$ cat config.mk
export PLATFORM = sky130hd
export DESIGN_NAME = mem_lane_align
export DESIGN_NICKNAME = d
export VERILOG_FILES = /design/src/rtl/mla_pkg.sv /design/src/rtl/mla_lane_map.sv /design/src/rtl/mla_load_path.sv /design/src/rtl/mla_store_path.sv /design/src/rtl/mem_lane_align.sv
export SDC_FILE = /design/constraint.sdc
export NUM_CORES = 1
export LEC_CHECK = 0
export BUFFER_PORTS_ARGS = -buffer_cell sky130_fd_sc_hd__buf_2
export CAP_MARGIN = 20
export CORE_UTILIZATION = 28
export CTS_BUF_LIST = sky130_fd_sc_hd__clkbuf_2
export CTS_CLUSTER_DIAMETER = 40
export DETAILED_ROUTE_END_ITERATION = 12
export HOLD_SLACK_MARGIN = 0.12
export PLACE_DENSITY_LB_ADDON = 0.05
export SLEW_MARGIN = 20
export SYNTH_ARGS = -nofsm -noshare
export SYNTH_HDL_FRONTEND = slang
export SYNTH_SLANG_ARGS = --single-unit
$ cat constraint.sdc
create_clock -name clk -period 0.82 [get_ports clk]
set_clock_uncertainty 0.1 [all_clocks]
set_input_delay 0 -clock clk [delete_from_list [all_inputs] [get_ports clk]]
set_output_delay 0 -clock clk [all_outputs]
set_load 0.05 [all_outputs]
$ cat src/rtl/mla_pkg.sv
package mla_pkg;
   typedef enum logic [1:0] {
      SZ_BYTE = 2'b00,
      SZ_HALF = 2'b01,
      SZ_WORD = 2'b10,
      SZ_RSVD = 2'b11
   } acc_size_e;
endpackage

$ cat src/rtl/mla_lane_map.sv
module mla_lane_map #(
   parameter int OFS_W = 2
) (
   input  logic [OFS_W-1:0] ofs_i,
   input  logic             big_i,
   output logic [OFS_W-1:0] byte_lane_o,
   output logic [OFS_W-2:0] half_idx_o
);
   initial assert (OFS_W >= 2) else $error("mla_lane_map: OFS_W must be at least 2");

   // big-endian mirrors the lane number; for power-of-two lanes that is an inversion
   assign byte_lane_o = big_i ? ~ofs_i : ofs_i;
   assign half_idx_o  = big_i ? ~ofs_i[OFS_W-1:1] : ofs_i[OFS_W-1:1];
endmodule

$ cat src/rtl/mla_load_path.sv
module mla_load_path
   import mla_pkg::*;
#(
   parameter int DATA_W = 32
) (
   input  logic [DATA_W-1:0]           word_i,
   input  logic [$clog2(DATA_W/8)-1:0] ofs_i,
   input  logic [1:0]                  size_i,
   input  logic                        sign_i,
   input  logic                        big_i,
   input  logic [$clog2(DATA_W/8)-1:0] byte_lane_i,
   input  logic [$clog2(DATA_W/8)-2:0] half_idx_i,
   output logic [DATA_W-1:0]           data_o,
   output logic                        misalign_o
);
   localparam int LANES  = DATA_W / 8;
   localparam int HALVES = LANES / 2;
   localparam int OFS_W  = $clog2(LANES);

   acc_size_e         sz;
   logic [7:0]        lane_b [LANES];
   logic [15:0]       lane_h [HALVES];
   logic [7:0]        sel_b;
   logic [15:0]       sel_h;
   logic [DATA_W-1:0] rot_w;

   assign sz = acc_size_e'(size_i);

   for (genvar gb = 0; gb < LANES; gb++) begin : g_bytes
      assign lane_b[gb] = word_i[8*gb +: 8];
   end
   for (genvar gh = 0; gh < HALVES; gh++) begin : g_halves
      assign lane_h[gh] = word_i[16*gh +: 16];
   end

   assign sel_b = lane_b[byte_lane_i];
   assign sel_h = lane_h[half_idx_i];

   // word rotation: right by offset lanes (little), left by offset lanes (big)
   always_comb begin
      for (int i = 0; i < LANES; i++) begin
         logic [OFS_W-1:0] src;
         src = big_i ? (OFS_W'(i) - ofs_i) : (OFS_W'(i) + ofs_i);
         rot_w[8*i +: 8] = lane_b[src];
      end
   end

   always_comb begin
      unique case (sz)
         SZ_BYTE: data_o = {{(DATA_W-8){sign_i & sel_b[7]}}, sel_b};
         SZ_HALF: data_o = {{(DATA_W-16){sign_i & sel_h[15]}}, sel_h};
         default: data_o = rot_w;
      endcase
   end

   always_comb begin
      unique case (sz)
         SZ_BYTE: misalign_o = 1'b0;
         SZ_HALF: misalign_o = ofs_i[0];
         default: misalign_o = |ofs_i;
      endcase
   end
endmodule

$ cat src/rtl/mla_store_path.sv
module mla_store_path
   import mla_pkg::*;
#(
   parameter int DATA_W = 32
) (
   input  logic [DATA_W-1:0]           data_i,
   input  logic [1:0]                  size_i,
   input  logic [$clog2(DATA_W/8)-1:0] byte_lane_i,
   input  logic [$clog2(DATA_W/8)-2:0] half_idx_i,
   output logic [DATA_W-1:0]           wdata_o,
   output logic [DATA_W/8-1:0]         be_o
);
   localparam int LANES  = DATA_W / 8;
   localparam int HALVES = LANES / 2;
   localparam int OFS_W  = $clog2(LANES);

   acc_size_e sz;
   assign sz = acc_size_e'(size_i);

   always_comb begin
      unique case (sz)
         SZ_BYTE: wdata_o = {LANES{data_i[7:0]}};
         SZ_HALF: wdata_o = {HALVES{data_i[15:0]}};
         default: wdata_o = data_i;
      endcase
   end

   for (genvar gl = 0; gl < LANES; gl++) begin : g_be
      localparam logic [OFS_W-1:0] LANE_ID = OFS_W'(gl);
      always_comb begin
         unique case (sz)
            SZ_BYTE: be_o[gl] = (LANE_ID == byte_lane_i);
            SZ_HALF: be_o[gl] = (LANE_ID[OFS_W-1:1] == half_idx_i);
            default: be_o[gl] = 1'b1;
         endcase
      end
   end
endmodule

$ cat src/rtl/mem_lane_align.sv
module mem_lane_align
   import mla_pkg::*;
#(
   parameter int DATA_W  = 32,
   parameter bit OUT_REG = 1'b1,
   localparam int LANES  = DATA_W / 8,
   localparam int OFS_W  = $clog2(LANES)
) (
   input  logic              clk,
   input  logic              rst_n,
   input  logic [DATA_W-1:0] ld_word_i,
   input  logic [OFS_W-1:0]  addr_lo_i,
   input  logic [1:0]        size_i,
   input  logic              sign_i,
   input  logic              big_end_i,
   input  logic [DATA_W-1:0] st_data_i,
   output logic [DATA_W-1:0] ld_data_o,
   output logic [DATA_W-1:0] st_wdata_o,
   output logic [LANES-1:0]  st_be_o,
   output logic              misalign_o
);
   initial assert (DATA_W >= 32 && (DATA_W & (DATA_W - 1)) == 0)
      else $error("mem_lane_align: DATA_W must be a power of two of at least 32");

   logic [OFS_W-1:0]  byte_lane;
   logic [OFS_W-2:0]  half_idx;
   logic [DATA_W-1:0] ld_c, wd_c;
   logic [LANES-1:0]  be_c;
   logic              mis_c;

   mla_lane_map #(.OFS_W(OFS_W)) lane_map_i (
      .ofs_i       (addr_lo_i),
      .big_i       (big_end_i),
      .byte_lane_o (byte_lane),
      .half_idx_o  (half_idx)
   );

   mla_load_path #(.DATA_W(DATA_W)) load_i (
      .word_i      (ld_word_i),
      .ofs_i       (addr_lo_i),
      .size_i      (size_i),
      .sign_i      (sign_i),
      .big_i       (big_end_i),
      .byte_lane_i (byte_lane),
      .half_idx_i  (half_idx),
      .data_o      (ld_c),
      .misalign_o  (mis_c)
   );

   mla_store_path #(.DATA_W(DATA_W)) store_i (
      .data_i      (st_data_i),
      .size_i      (size_i),
      .byte_lane_i (byte_lane),
      .half_idx_i  (half_idx),
      .wdata_o     (wd_c),
      .be_o        (be_c)
   );

   if (OUT_REG) begin : g_reg
      logic cap_q;
      always_ff @(posedge clk or negedge rst_n) begin
         if (!rst_n) begin
            ld_data_o  <= '0;
            st_wdata_o <= '0;
            st_be_o    <= '0;
            misalign_o <= 1'b0;
            cap_q      <= 1'b0;
         end else begin
            ld_data_o  <= ld_c;
            st_wdata_o <= wd_c;
            st_be_o    <= be_c;
            misalign_o <= mis_c;
            cap_q      <= 1'b1;
         end
      end


      be_byte_one_chk: assert property (@(posedge clk) disable iff (!rst_n)
         (cap_q && $past(size_i) == 2'b00) |-> $countones(st_be_o) == 1);

      be_word_all_chk: assert property (@(posedge clk) disable iff (!rst_n)
         (cap_q && $past(size_i[1])) |-> &st_be_o);

      ld_zero_fill_chk: assert property (@(posedge clk) disable iff (!rst_n)
         (cap_q && $past(size_i) == 2'b00 && !$past(sign_i)) |-> ld_data_o[DATA_W-1:8] == '0);

      ld_sign_fill_chk: assert property (@(posedge clk) disable iff (!rst_n)
         (cap_q && $past(size_i) == 2'b00 && $past(sign_i))
            |-> ld_data_o[DATA_W-1:8] == {(DATA_W-8){ld_data_o[7]}});

      byte_never_mis_chk: assert property (@(posedge clk) disable iff (!rst_n)
         (cap_q && $past(size_i) == 2'b00) |-> !misalign_o);

      wdata_repl_chk: assert property (@(posedge clk) disable iff (!rst_n)
         (cap_q && $past(size_i) == 2'b00) |-> st_wdata_o == {LANES{st_wdata_o[7:0]}});
   end else begin : g_comb
      assign ld_data_o  = ld_c;
      assign st_wdata_o = wd_c;
      assign st_be_o    = be_c;
      assign misalign_o = mis_c;
   end
endmodule

### After elaboration in Yosys (flattened, before gate mapping)

Cells that the tools add are included.

| cells by class | value |
|---|---|
| bitwise operators | 11 |
| $lt $le $gt $ge | 6 |
| reductions and logical operators | 3 |
| add/subtract/negate cells | 7 |
| mux-type cells | 31 |
| eq/ne operators | 4 |

Operators with widths:

| operator | number |
|---|---|
| $pmux 32 s2 | 2 |
| $bmux 8 s2 | 5 |
| $mux 8 | 10 |
| $mux 16 | 3 |
| $ge 3x3->1 const B | 5 |
| $not 2->3 | 5 |
| $mux 2 | 5 |
| $pmux 1 s2 | 5 |
| $add 2x2->2 const A | 2 |
| $eq 2x2->1 const A | 2 |
| $logic_not 2->1 | 2 |
| $sub 1x2->2 const A | 2 |
| $sub 2x2->2 const A | 2 |
| $add 1x2->2 const A | 1 |
| $and 1x1->1 | 2 |
| $eq 1x2->1 const A | 1 |
| $eq 2x1->1 const B | 1 |
| $ge 2x2->1 const B | 1 |
| $not 1->1 | 2 |
| $not 1->2 | 1 |
| $not 2->2 | 1 |
| $reduce_or 2->1 | 1 |
| $mux 1 | 1 |

| word-level totals | value |
|---|---|
| flip-flop bits (word level) | 69 |
| output and inout bits | 69 |
| input port bits | 72 |
| logic and storage cells | 66 |

### Longest topological paths before layout

Gate-level depths: netlist of run 1.

| depth | value |
|---|---|
| depth after elaboration | 8 |
| mapped depth | 8 |
| mapped depth without buffers | 6 |

### Modules after synthesis

A second synthesis of run 1 with hierarchy kept.

| second synthesis, totals | value |
|---|---|
| cells, all modules | 315 |
| area, all modules | 3967.6 µm² |

Modules (own cells, without submodules):

| module | sequential area each (µm²) | instances | cells each | area an instance (µm²) |
|---|---|---|---|---|
| mem_lane_align | 1726.7 | 1 | 69 | 1726.7 |
| mla_load_path | 0.0 | 1 | 180 | 1690.4 |
| mla_store_path | 0.0 | 1 | 63 | 525.5 |
| mla_lane_map | 0.0 | 1 | 3 | 25.0 |

### Worst setup path after synthesis of run 1

No wires, ideal clock.

| timing path | value |
|---|---|
| kind | input-to-reg |
| from | in addr_lo_i[1] |
| to | reg ld_data_o[23] |
| buffers on the path | 1 |
| required time | 590 ps |
| slack | -992 ps |
| data arrival time | 1581 ps |
| library setup time | 130 ps |
| stages | 7 |
| cells stage by stage | clkbuf_8 > inv_1 > ha_1 > mux2i_2 > mux4_2 > nand2_1 > nand3_2 |

| between the ends | value |
|---|---|
| cells in the longest elaborated chain, start to end | 8 |
| elaborated cells on any way between the ends | 22 |
| classes of those cells | 2 x add/sub; 13 x mux; 7 x bitwise |

Ends and longest elaborated chain:

| item | line | RTL |
|---|---|---|
| from (decl) | mem_lane_align.sv:12 | `input logic [OFS_W-1:0] addr_lo_i,` |
| branches (longest 7 deep; another with $add 2x2->2) | n/a |  |
| $pmux 32 s2 * | mla_load_path.sv:49 | `unique case (sz)` |
| named net ld_c[23] | mem_lane_align.sv:27 | `logic [DATA_W-1:0] ld_c, wd_c;` |
| to (signal assigned) | mem_lane_align.sv:69 | `ld_data_o <= ld_c;` |
| to (decl) | mem_lane_align.sv:17 | `output logic [DATA_W-1:0] ld_data_o,` |

Mark *: on every way through the listed nets, which the timed path passes. The select of a mux whose other input is x is not followed.

### Worst setup path after layout of run 1

| timing path | value |
|---|---|
| from | reg ld_data_o[19] |
| to | out ld_data_o[19] |

No word-level cell between the ends.

==> results of run 1 <==
kinds of logic after synthesis:
group	synth area share
flops	0.4427
xor+xnor	0.009305
compound gates	0.05743
buf+inv	0.04587
simple gates	0.1242
fa+ha+maj	0.003208
mux	0.3173
layout by cell type (no fill, tap or decap), types with 2 or more instances in the layout:
cell / instances
a221oi_1: 2
inv_1: 3
nand2_1: 25
mux2_2: 17
nor2_4: 2
nand2_2: 6
buf_16: 3
inv_2: 2
clkbuf_2: 10
mux4_2: 31
nand2b_1: 8
mux2i_4: 5
o211ai_1: 2
diode_2: 3
mux4_1: 2
dlygate4sd3_1: 60
buf_6: 86
o311ai_0: 2
bufinv_16: 2
a222oi_1: 3
dfrtp_1: 69
buf_2: 68
o21ai_0: 10
mux2i_2: 2
a221oi_2: 2
and2b_2: 2
buf_4: 28
nor2_1: 3
buf_8: 4
nand3_4: 4
nor2_2: 4
buf_12: 15
clkinvlp_4: 2
nand3_1: 6
nand3_2: 19
mux2i_1: 19
sequential cells by signal (all words and copies together), names as in the netlist:
name / flops
st_wdata_o: 32
ld_data_o: 32
st_be_o: 4
misalign_o: 1
per-stage QoR:
stage	std cells	util
after global placement	624	0.3832
after global routing	724	0.5137
final	725	0.5139
after floorplan	286	-
after CTS	724	0.5065
after detailed placement	624	0.3832
where the power goes:
part	leakage, nW	total, mW	switching (mW)	internal [mW]
registers	0.816	3.92	0.177	3.74
clock network	0.0758	2.33	1.32	1.01
logic	2.29	4.62	2.49	2.13
worst min path at each step:
stage	slack (ns)	to	start
2_1_floorplan	-0.40	ld_data_o[0]	rst_n
3_3_place_gp	-0.08	st_wdata_o[1]	rst_n
3_5_place_dp	-0.08	st_wdata_o[1]	rst_n
4_1_cts	-0.27	st_be_o[2]	addr_lo_i[1]
5_1_grt	-0.26	ld_data_o[6]	ld_word_i[14]
6_report	-0.26	ld_data_o[6]	ld_word_i[14]
layer usage:
layer	vias up	wire, um	track usage
met3	14	623	0.04325
met2	92	6381	0.3050
li1	1592	-	-
met5	-	0	0
met1	1691	5214	0.2273
met4	0	218	0.06406
area by class of cell:
type | instances | area [um^2] | area share
inverter | 7 | 36.28 | 0.005269
multi-input combinational | 190 | 2196 | 0.3189
antenna | 3 | 7.507 | 0.001090
tap | 176 | 220.2 | 0.03198
timing repair buffer | 264 | 2562 | 0.3721
sequential | 69 | 1727 | 0.2507
clock buffer | 10 | 50.05 | 0.007267
clock inverter | 6 | 87.58 | 0.01272
timing repair:
action	CTS	global route
hold buffers	63	25
gates resized for setup	188	27
endpoints found under the setup margin	101	101
endpoints found under the hold margin	138	137
cloned	4	0
pin swaps	17	15
buffers inserted	18	2
==> impl_results.md, run 1 <==
- First-pass GRT wire length: ~20000 um
- TritonCTS Sinks: 69
- WP data arrival: roughly 1.2 ns
- Count leader, synth: dfrtp_1
- GRT Total Usage: 0.1819
- Clock buffer depth: 2
- Maximum vdd drop: 845.6 uV
- Drt pass-1 iters: 4
- WS Path Type: flop to output pin
- Synth top area cells: dfrtp_1, mux4_2, mux2i_1, mux2_2, nand3_2
- CP max stage cell: dfrtp_1
- Initial Utilization: 0.2910
- Post-route ant nets: 0
- Hpwl dp: between 8000 and 9000 um
- Final nets: approximately 600
- Levels on crit path: 1
- Grt ovf: 0
- Initial DRC count: about 110
- DIE AREA: 14400 um^2
- Sequential-to-total area share from yosys stat: 0.4427
- Crit path largest cell delay: 0.46 ns
- Syn avg cell area: roughly 14 um^2
- Drt wl/cell: approximately 17 um
- H-tree levels: 3
- Nature of the critical path endpoint: output pin
- Initial antenna violation count: 3
- Setup crit end: ld_data_o[19]
- CTS tree: yes
- Failing checks: hold timing, setup timing
- Layout cells sized above 1: 0.6007
- CP delay by family, top: flip-flops
- Worst Setup SP: ld_data_o[19]
- Port-buffer cells: 140
- WHS: -0.2568 ns
- Post-synth EDFFs: 0
- WHS Path Cells: 3
- Worst setup margin: -0.4403 ns
- Relative slew slack: 0.7299
- Setup_tns: -36.92 ns
- Main synth FF type: dfrtp_1
- Unrepaired setup endpoints after global routing: true
- Clk root buf: clkbuf_2
- Worst-Margin Slew: 0.4038 ns
- Die width: 120.0 um
- Top post-synthesis cells by count: dfrtp_1, nand2_1, mux4_2
- Critical-path cell list: buf_6
- Fill cells: ~1200
- Synthesized net count: ~360
- F_max: 793.4 MHz
- Asr flop ratio synth: 1.000
- # rows: 42
- Dpl ws: -0.9916 ns
- Bufs and invs on worst path: 1
- Clock-pin slew on the worst setup and hold paths: roughly 0.21 ns
- Via-to-Cell Ratio: 4.674
- Yosys reg bits: 69
- Final instance area: between 6000 and 7000 um^2
- Hold Crit Class: primary input to flop
- Max-cap viol count: 0
- Tmin final: roughly 1.3 ns
- Pleak: between 3 and 4 nW
- Area after DPL: about 5000 um^2
- Yosys top cell by area: dfrtp_1
- Chip height: between 100 and 150 um
- Vias in the first global route: 3716
- Residual DRC: 0
- Vias: ~3400
- WP data required: between 0.7 and 0.8 ns
- Synthesized area: ~4000 um^2
- Power Density: 1578 nW/um^2
- Synth top area share: 0.4427
- Mapped Cells: ~290
- CP Max Fanout: 1
- Largest net degree at the start of global routing: 41
- Status: complete, but fails checks
- Startpoint Class: flop
- Final setup violation count: 102
- IO Count: approximately 140
- Num CTS Buffers: 9
- Final Hold Fails: slightly above 100
- Core Area: 13400 um^2
- Period utilization: 1.537
- Yosys warnings: 0
- Total power: 10.87 mW
- Post-Route WL: 12440 um
- Cell variety after synth: 38
- GP Congestion: ~0.74
- Slew Limit Fails: 0
- Area delta synth->final: 76.58%
Note: power is estimated with default switching activity, not from simulation.
==> inputs of run 2 (changes only) <==
Settings changed: BUFFER_PORTS_ARGS -buffer_cell sky130_fd_sc_hd__buf_2 to -buffer_cell sky130_fd_sc_hd__buf_4, RECOVER_POWER set to 50.
==> impl_results.md, run 2 (synthesis results as in run 1) <==
- Status: complete, but fails checks (unchanged)
- Failing checks: hold timing, setup timing (unchanged)
- IO Count: 141 (unchanged)
- Final Hold Fails: 29 (was 102)
- Seq. cell area: 1727 um^2 (unchanged)
- Largest net degree at the start of global routing: 42 (was 41)
- Unrepaired setup endpoints after global routing: true (unchanged)
- F_max: 807.2 MHz (was 793.4 MHz)
- Vias in the first global route: 3669 (was 3716)
- Power Density: 1583 nW/um^2 (was 1578 nW/um^2)
- Area delta synth->final: 73.28% (was 76.58%)
- Vias: 3397 (was 3389)
- DIE AREA: 14400 um^2 (unchanged)
- Drt pass-1 iters: 4 (unchanged)
- WHS: -0.2511 ns (was -0.2568 ns)
- Clock-pin slew on the worst setup and hold paths: 0.20 ns (was 0.21 ns)
- Max-cap viol count: 0 (unchanged)
- # rows: 42 (unchanged)
- Worst setup margin: -0.4189 ns (was -0.4403 ns)
- Drt wl/cell: 17.62 um (was 17.16 um)
- Most frequent cells in the layout: buf_4, buf_6, dfrtp_1, dlygate4sd3_1, mux4_2 (was buf_6, dfrtp_1, buf_2, dlygate4sd3_1, mux4_2)
- Initial antenna violation count: 1 (was 3)
- Initial DRC count: 130 (was 113)
- Hold Startpoint: big_end_i (was ld_word_i[14])
- WP data arrival: 1.14 ns (was 1.16 ns)
- Final cell count without fillers: 713 (was 725)
- GP Congestion: 0.7784 (was 0.7442)
- Fill cells: 1225 (was 1236)
- TritonCTS Sinks: 69 (unchanged)
- Num CTS Buffers: 9 (unchanged)
- Startpoint Class: flop (unchanged)
- Bufs and invs on worst path: 1 (unchanged)
- Final setup violation count: 119 (was 102)
- Relative slew slack: 0.6414 (was 0.7299)
- Via-to-Cell Ratio: 4.764 (was 4.674)
- Grt ovf: 0 (unchanged)
- Core Area: 13400 um^2 (unchanged)
- Placed cell count: 622 (was 624)
- WP data required: 0.72 ns (about the same)
- Crit path largest cell delay: 0.46 ns (about the same)
- CP Max Fanout: 1 (unchanged)
- GRT Total Usage: 0.1812 (was 0.1819)
- Worst-Margin Slew: 0.5350 ns (was 0.4038 ns)
- Initial Utilization: 0.2910 (unchanged)
- Chip height: 120.0 um (unchanged)
- Layout cells sized above 1: 0.5784 (was 0.6007)
- Tmin final: 1.239 ns (was 1.260 ns)
- Pleak: 3.105 nW (was 3.180 nW)
- Die width: 120.0 um (unchanged)
- WS Path Type: flop to output pin (unchanged)
- Residual DRC: 0 (unchanged)
- WHS Path Cells: 3 (unchanged)
- Area after DPL: 5508 um^2 (was 5135 um^2)
- CP max stage cell: dfrtp_1 (unchanged)
- Port-buffer cells: 140 (unchanged)
- Hold Crit Class: primary input to flop (unchanged)
- Hold endpoint: st_be_o[3] (was ld_data_o[6])
- Multi-input logic area: 2103 um^2 (was 2196 um^2)
- Clock buffer depth: 2 (unchanged)
- Slew Limit Fails: 0 (unchanged)
- H-tree levels: 3 (unchanged)
- Post-Route WL: 12570 um (was 12440 um)
- Critical-path cell list: buf_6 (unchanged)
- CTS tree: yes (unchanged)
- First-pass GRT wire length: 19660 um (was 19690 um)
- Final instance area: 6758 um^2 (was 6887 um^2)
- Final nets: 606 (was 614)
- CP delay by family, top: flip-flops (unchanged)
- Period utilization: 1.511 (was 1.537)
- Largest regs: ld_data_o x32, st_wdata_o x32, st_be_o x4 (unchanged)
- Setup_tns: -32.36 ns (was -36.92 ns)
- Commonest non-fill, non-tap cell in the layout: buf_4 (was buf_6)
- Post-route ant nets: 0 (unchanged)
- Nature of the critical path endpoint: output pin (unchanged)
- Maximum vdd drop: 662.1 uV (was 845.6 uV)
- Clk root buf: clkbuf_2 (unchanged)
- Hpwl dp: 8722 um (was 8638 um)
run 2: cell count changes in the layout (fill, tap and decap cells not counted), sizes merged:
cell / delta
buf: -26
dlygate4sd3: +5
clkinvlp: -1
diode: -2
clkbuf: +12
run 2: report_power, final:
group / switching [mW] / total (mW) / leakage, nW / internal, mW
Clock: 1.26 / 2.23 / 0.0736 / 0.965
Sequential: 0.184 / 3.92 / 0.816 / 3.74
Combinational: 2.46 / 4.54 / 2.21 / 2.08
Total: 3.91 / 10.7 / 3.10 / 6.79
run 2: area by class of cell:
type / instances / share of cell area
well taps: 176 / 0.03259
flip-flops and latches: 69 / 0.2555
clock buffers: 9 / 0.006665
clock inverters: 5 / 0.01148
diodes: 1 / 0.0003703
repair buffers: 256 / 0.3764
inverters: 7 / 0.005740
multi-input cells: 190 / 0.3112
run 2: what timing repair did:
item	4_1_cts	5_1_grt
hold endpoints to repair	138	68
cloned	2	2
pin swaps	34	9
hold buffers	67	28
gates resized for setup	104	21
setup buffers	5	3
setup endpoints to repair	101	145
run 2: worst max path at each step:
stage / slack, ns / cells past startpoint / startpoint / endpoint
6_report: -0.42 / 1 / ld_data_o[19] / ld_data_o[19]
5_1_grt: -0.51 / 1 / ld_data_o[19] / ld_data_o[19]
4_1_cts: -0.48 / 1 / ld_data_o[19] / ld_data_o[19]
3_5_place_dp: -0.90 / 6 / big_end_i / ld_data_o[6]
3_3_place_gp: -0.94 / 6 / big_end_i / ld_data_o[2]
2_1_floorplan: -0.72 / 7 / addr_lo_i[1] / ld_data_o[31]
run 2: through the flow:
step / total power [mW] / worst slack [ns] / util
floorplan: 6.332 / -0.7190 / -
global placement: 7.814 / -0.9435 / 0.4110
detailed placement: 7.823 / -0.8960 / 0.4110
CTS: 10.84 / -0.4798 / 0.5035
global route: 11.21 / -0.5076 / 0.5043
finish: 10.70 / -0.4189 / 0.5043
run 2: metal layers:
metal | track usage | up-vias | part of all wire
li1 | - | 1577 | -
met1 | 0.2380 | 1709 | 0.44
met2 | 0.2963 | 102 | 0.50
met3 | 0.04468 | 9 | 0.057
met4 | 0.04844 | 0 | 0.0094
met5 | 0 | - | 0
